[config.mk]
export PLATFORM = sky130hd
export DESIGN_NAME = ctx_ring_matcher
export DESIGN_NICKNAME = d
export VERILOG_FILES = /design/src/rtl/ctx_match_pkg.sv /design/src/rtl/ctx_word_unpack.sv /design/src/rtl/ctx_ring_cmp.sv /design/src/rtl/ctx_ring_select.sv /design/src/rtl/ctx_ring_matcher.sv
export SDC_FILE = /design/constraint.sdc
export NUM_CORES = 1
export LEC_CHECK = 0
export BUFFER_PORTS_ARGS = -buffer_cell sky130_fd_sc_hd__buf_2
export CAP_MARGIN = 20
export CELL_PAD_IN_SITES_DETAIL_PLACEMENT = 1
export CELL_PAD_IN_SITES_GLOBAL_PLACEMENT = 2
export CORE_MARGIN = 2
export CORE_UTILIZATION = 10
export DETAILED_ROUTE_END_ITERATION = 7
export PLACE_DENSITY = 0.86
export SETUP_SLACK_MARGIN = 0.02
export SLEW_MARGIN = 20
export SYNTH_ARGS = -nofsm -noshare
export SYNTH_HDL_FRONTEND = slang
export SYNTH_SLANG_ARGS = --single-unit
[constraint.sdc]
create_clock -name vclk -period 1.5
set_input_delay 0.075 -clock vclk [all_inputs]
set_output_delay 0.075 -clock vclk [all_outputs]
set_load 0.01 [all_outputs]
[src/rtl/ctx_match_pkg.sv]
package ctx_match_pkg;

  localparam int WORD_W    = 32;
  localparam int NUM_RINGS = 4;
  localparam int VALID_BIT = 31;

  typedef enum logic [1:0] {
    RING_USER = 2'd0,
    RING_OS   = 2'd1,
    RING_POOL = 2'd2,
    RING_PHYS = 2'd3
  } ring_e;

  // big-endian word: bits [7:0] hold the most significant byte
  function automatic logic [WORD_W-1:0] be_to_native(input logic [WORD_W-1:0] w);
    return {w[7:0], w[15:8], w[23:16], w[31:24]};
  endfunction

endpackage

[src/rtl/ctx_word_unpack.sv]
module ctx_word_unpack
  import ctx_match_pkg::*;
#(
  parameter int CAM_W = 23,
  parameter int LS_W  = 16
) (
  input  logic [WORD_W-1:0] w_be_i,
  output logic              valid_o,
  output logic [CAM_W-1:0]  cam_o,
  output logic [LS_W-1:0]   lsrv_o
);

  logic [WORD_W-1:0] native;
  logic              unused_native;

  assign native        = be_to_native(w_be_i);
  assign valid_o       = native[VALID_BIT];
  assign cam_o         = native[CAM_W-1:0];
  assign lsrv_o        = native[LS_W-1:0];
  assign unused_native = ^native;

endmodule

[src/rtl/ctx_ring_cmp.sv]
module ctx_ring_cmp
  import ctx_match_pkg::*;
#(
  parameter int CAM_W = 23,
  parameter int LS_W  = 16
) (
  input  logic                 fmt_i,
  input  logic                 ignore_i,
  input  logic [CAM_W-1:0]     tgt_cam_i,
  input  logic [CAM_W-1:0]     hw_cam_i,
  input  logic [LS_W-1:0]      lsrv_i,
  input  logic [NUM_RINGS-1:0] valid_i,
  input  logic [CAM_W-1:0]     pool_cam_i,
  input  logic [CAM_W-1:0]     os_cam_i,
  input  logic [LS_W-1:0]      user_lsrv_i,
  output logic [NUM_RINGS-1:0] hit_o,
  output logic                 ls_req_o
);

  logic specific;
  logic os_cam_eq;

  assign ls_req_o  = !fmt_i && ignore_i;
  assign specific  = !fmt_i && !ignore_i;
  assign os_cam_eq = valid_i[RING_OS] && (os_cam_i == tgt_cam_i);

  always_comb begin
    hit_o            = '0;
    hit_o[RING_PHYS] = specific && valid_i[RING_PHYS] && (hw_cam_i == tgt_cam_i);
    hit_o[RING_POOL] = specific && valid_i[RING_POOL] && (pool_cam_i == tgt_cam_i);
    hit_o[RING_OS]   = specific && os_cam_eq;
    hit_o[RING_USER] = fmt_i && os_cam_eq && valid_i[RING_USER] &&
                       (user_lsrv_i == lsrv_i);
  end

endmodule

[src/rtl/ctx_ring_select.sv]
module ctx_ring_select
  import ctx_match_pkg::*;
(
  input  logic [NUM_RINGS-1:0] hit_i,
  output logic                 match_o,
  output logic [1:0]           ring_o
);

  // higher ring index has precedence
  always_comb begin
    match_o = 1'b0;
    ring_o  = RING_USER;
    for (int r = 0; r < NUM_RINGS; r++) begin
      if (hit_i[r]) begin
        match_o = 1'b1;
        ring_o  = 2'(r);
      end
    end
  end

endmodule

[src/rtl/ctx_ring_matcher.sv]
module ctx_ring_matcher
  import ctx_match_pkg::*;
#(
  parameter int BLK_W = 4,
  parameter int IDX_W = 19,
  parameter int LS_W  = 16
) (
  input  logic                   fmt_i,
  input  logic                   ignore_i,
  input  logic [BLK_W-1:0]       tgt_blk_i,
  input  logic [IDX_W-1:0]       tgt_idx_i,
  input  logic [LS_W-1:0]        lsrv_i,
  input  logic [BLK_W+IDX_W-1:0] hw_cam_i,
  input  logic [WORD_W-1:0]      phys_w2_i,
  input  logic [WORD_W-1:0]      pool_w2_i,
  input  logic [WORD_W-1:0]      os_w2_i,
  input  logic [WORD_W-1:0]      user_w2_i,
  output logic                   match_o,
  output logic [1:0]             ring_o,
  output logic                   unsupported_o
);

  localparam int CAM_W = BLK_W + IDX_W;

  logic [NUM_RINGS-1:0][WORD_W-1:0] w_be;
  logic [NUM_RINGS-1:0]             valid;
  logic [NUM_RINGS-1:0][CAM_W-1:0]  cam;
  logic [NUM_RINGS-1:0][LS_W-1:0]   lsrv;
  logic [NUM_RINGS-1:0]             hit;
  logic [CAM_W-1:0]                 tgt_cam;
  logic                             ls_req;
  logic                             unused_fields;

  assign w_be[RING_PHYS] = phys_w2_i;
  assign w_be[RING_POOL] = pool_w2_i;
  assign w_be[RING_OS]   = os_w2_i;
  assign w_be[RING_USER] = user_w2_i;
  assign tgt_cam         = {tgt_blk_i, tgt_idx_i};

  for (genvar g = 0; g < NUM_RINGS; g++) begin : g_unpack
    ctx_word_unpack #(.CAM_W(CAM_W), .LS_W(LS_W)) u_unpack (
      .w_be_i  (w_be[g]),
      .valid_o (valid[g]),
      .cam_o   (cam[g]),
      .lsrv_o  (lsrv[g])
    );
  end

  assign unused_fields = ^{cam[RING_PHYS], cam[RING_USER],
                           lsrv[RING_PHYS], lsrv[RING_POOL], lsrv[RING_OS]};

  ctx_ring_cmp #(.CAM_W(CAM_W), .LS_W(LS_W)) u_cmp (
    .fmt_i       (fmt_i),
    .ignore_i    (ignore_i),
    .tgt_cam_i   (tgt_cam),
    .hw_cam_i    (hw_cam_i),
    .lsrv_i      (lsrv_i),
    .valid_i     (valid),
    .pool_cam_i  (cam[RING_POOL]),
    .os_cam_i    (cam[RING_OS]),
    .user_lsrv_i (lsrv[RING_USER]),
    .hit_o       (hit),
    .ls_req_o    (ls_req)
  );

  ctx_ring_select u_sel (
    .hit_i   (hit),
    .match_o (match_o),
    .ring_o  (ring_o)
  );

  assign unsupported_o = ls_req;

  always_comb begin
    if (unsupported_o) assert_ls_nomatch_R1: assert (!match_o);
    if (match_o) assert_sel_hit_R5: assert (hit[ring_o]);
    if (match_o && ring_o != RING_PHYS) assert_no_higher_R5: assert (!hit[RING_PHYS]);
    if (fmt_i && match_o) assert_user_ring_R6: assert (ring_o == RING_USER);
    if (fmt_i) assert_fmt1_supported_R7: assert (!unsupported_o);
    if (!match_o) assert_idle_code_R9: assert (ring_o == RING_USER && hit == '0);
    assert_hit_onehot_R6: assert (!(hit[RING_USER] && |hit[NUM_RINGS-1:1]));
  end

endmodule

==> impl_results.md <==
* Share of cells above drive strength 1 at 63.2%
* Synthesis-to-layout area growth at 135%
* # DRC at 0
* Detailed Place HPWL at 5180 um
* GRT Total Usage at 9.50%
* Number of core rows at 36
* Simple-gate share of the synthesized area at 21.2%
* Power Density at 262 mW/mm^2
* Max Slew Vio Count at 0
* Worst hold path cell count at 3
* WP data required at 1420 ps
* Setup TNS at -744 ps
* Post-Syn Nets at 315
* Startpoint types: primary input
* Post-Place Worst Slack at -475 ps
* Vias in the first global route at 1,599
* Failing checks: negative setup slack
* Post-Syn Area per Cell at 7.93 um^2
* Register area at 0 um^2
* Pin count of the biggest net entering global routing at 4
* VDD IR max at 0.0000725 V
* Sequential cell count at 0
* Critical-path maximum fanout at 2
* Rel. slew slack at 77.6%
* I/O pins at 196
* Proportion of synthesized area in mux cells at 0%
* Mapped cell area at 976 um^2
* Post-synthesis adder-cell area fraction at 0%
* Outcome: complete, but fails checks
* Die area at 0.0106 mm^2
* Iter 0 DRT Violations at 4
* Placeable core area at 0.00964 mm^2
* N_diodes at 0
* Dpl cell area at 0.00205 mm^2
* Sequential fraction of the synthesis area at 0%
* Max Cap Viol at 0
* Final hold violations at 0
* Unique masters post-synth at 14
* Die Y at 103 um
* First-pass GRT wire length at 7660 um
* Fill count at 1,210
* Overflow after GRT at 0
* Setup Viol. Count Final at 3
* Synth warn at 0
* Clkbuf count at 0
* Via count at 1,528
* Fmax at 0.547 GHz
* Post-Synth XOR/XNOR Area at 76.3%
* Fin crit share at 122%
* Area of the multi-input gates at 0.00111 mm^2
* Layout net count at 485
* Fin crit period at 1830 ps
* Post-DRT Antenna Nets at 0
* Drt via density at 3.60
* Starting Density at 10.1%
* Mapped Cells at 123
* Design Area, Final at 0.00230 mm^2
* Main combinational cell family by area after synthesis: XOR/XNOR gates
* Worst-Margin Slew at 333 ps
* Wirelength per Cell at 13.3 um
* RSZ-0062 raised after global routing: true
* Drt total wl at 5630 um
* Complex-gate fraction of the synthesized area at 2.56%
* Most frequent cells in the layout: buf_2, xnor2_1, buf_4
* Worst min path class: in2out
* WS Path Type: in2out
* DR pass1 iterations at 2
* Leak at 1.05 nW
* Worst EP arrival at 1750 ps
* Routability Congestion at 0.803
* Commonest non-fill, non-tap cell in the layout: buf_2
* Setup slack after layout at -327 ps
* IO Port Bufs at 134
* Initial antenna violation count at 1
* Worst setup EP type: output pin
* Die span in x at 103 um
[cell type report]
| cell class | instances | share of cell area (%) |
|---|---|---|
| Timing Repair Buffer | 168 | 44.6 |
| Multi-Input combinational cell | 123 | 48.1 |
| Tap cell | 133 | 7.24 |
[synth_stat cells]
cell type	n	share of area, %
xnor2_1	47	42
xor2_1	38	34
nand4_1	12	7.7
nor4_1	12	7.7
nand3_1	4	2.1
nand2_1	2	0.77
a41oi_1	1	0.90
nor2_1	1	0.38
nor2b_1	1	0.64
nor3_1	1	0.51
o211ai_1	1	0.77
o41ai_1	1	0.90
or3_1	1	0.64
or4_1	1	0.77
[critical path, stage by stage]
cell and delay [ps]:
buf_6 90, xor2_1 140, nor4_1 280, buf_4 160, nand4_1 100, or3_4 400
o41ai_2 320, buf_2 180
[per-layer routing]
| metal | routed length (um) | up-vias | global-route usage, % |
|---|---|---|---|
| met2 | 3100 | 69 | 19.8 |
| met3 | 469 | 4 | 1.63 |
| met1 | 2020 | 688 | 10.5 |
| met4 | 21 | 2 | 0 |
| met5 | 16 | - | 0 |
| li1 | - | 765 | - |
[kinds of logic (layout without fill, tap and decap cells)]
logic type,Yosys count,after routing
AOI/OAI and AO/OA,3,3
xor gates and xnor gates,85,85
and+or+nand+nor,35,35
buffers and inverters,0,168
[path summary, 6_finish.rpt]
kind,startpoint,end,slack (ps)
min,ignore_i,ring_o[0],450
max,os_w2_i[22],ring_o[0],-330
[what timing repair did]
action | CTS | global route
endpoints found under the hold margin | 0 | 0
pin swaps | 13 | 3
endpoints found under the setup margin | 3 | 3
setup buffers | 2 | 1
resized for setup | 16 | 26
hold buffers | 0 | 0
[where the power goes]
group          switching (mW)  leakage (nW)  total [mW]  internal (mW)
clock network               0             0           0              0
registers                   0             0           0              0
logic                   0.252          1.05       0.601          0.349
total                   0.252          1.05       0.601          0.349
[metrics by stage]
step                      hold slack (ps)  power (mW)  cells  utilization [%]
after floorplan                       196       0.197    123                -
after global placement                455       0.528    421             21.2
after detailed placement              450       0.544    421             21.2
after CTS                             455       0.578    423             22.4
after global routing                  479       0.662    424             23.8
final                                 453       0.601    424             23.8
(Power assumes the default switching activity.)
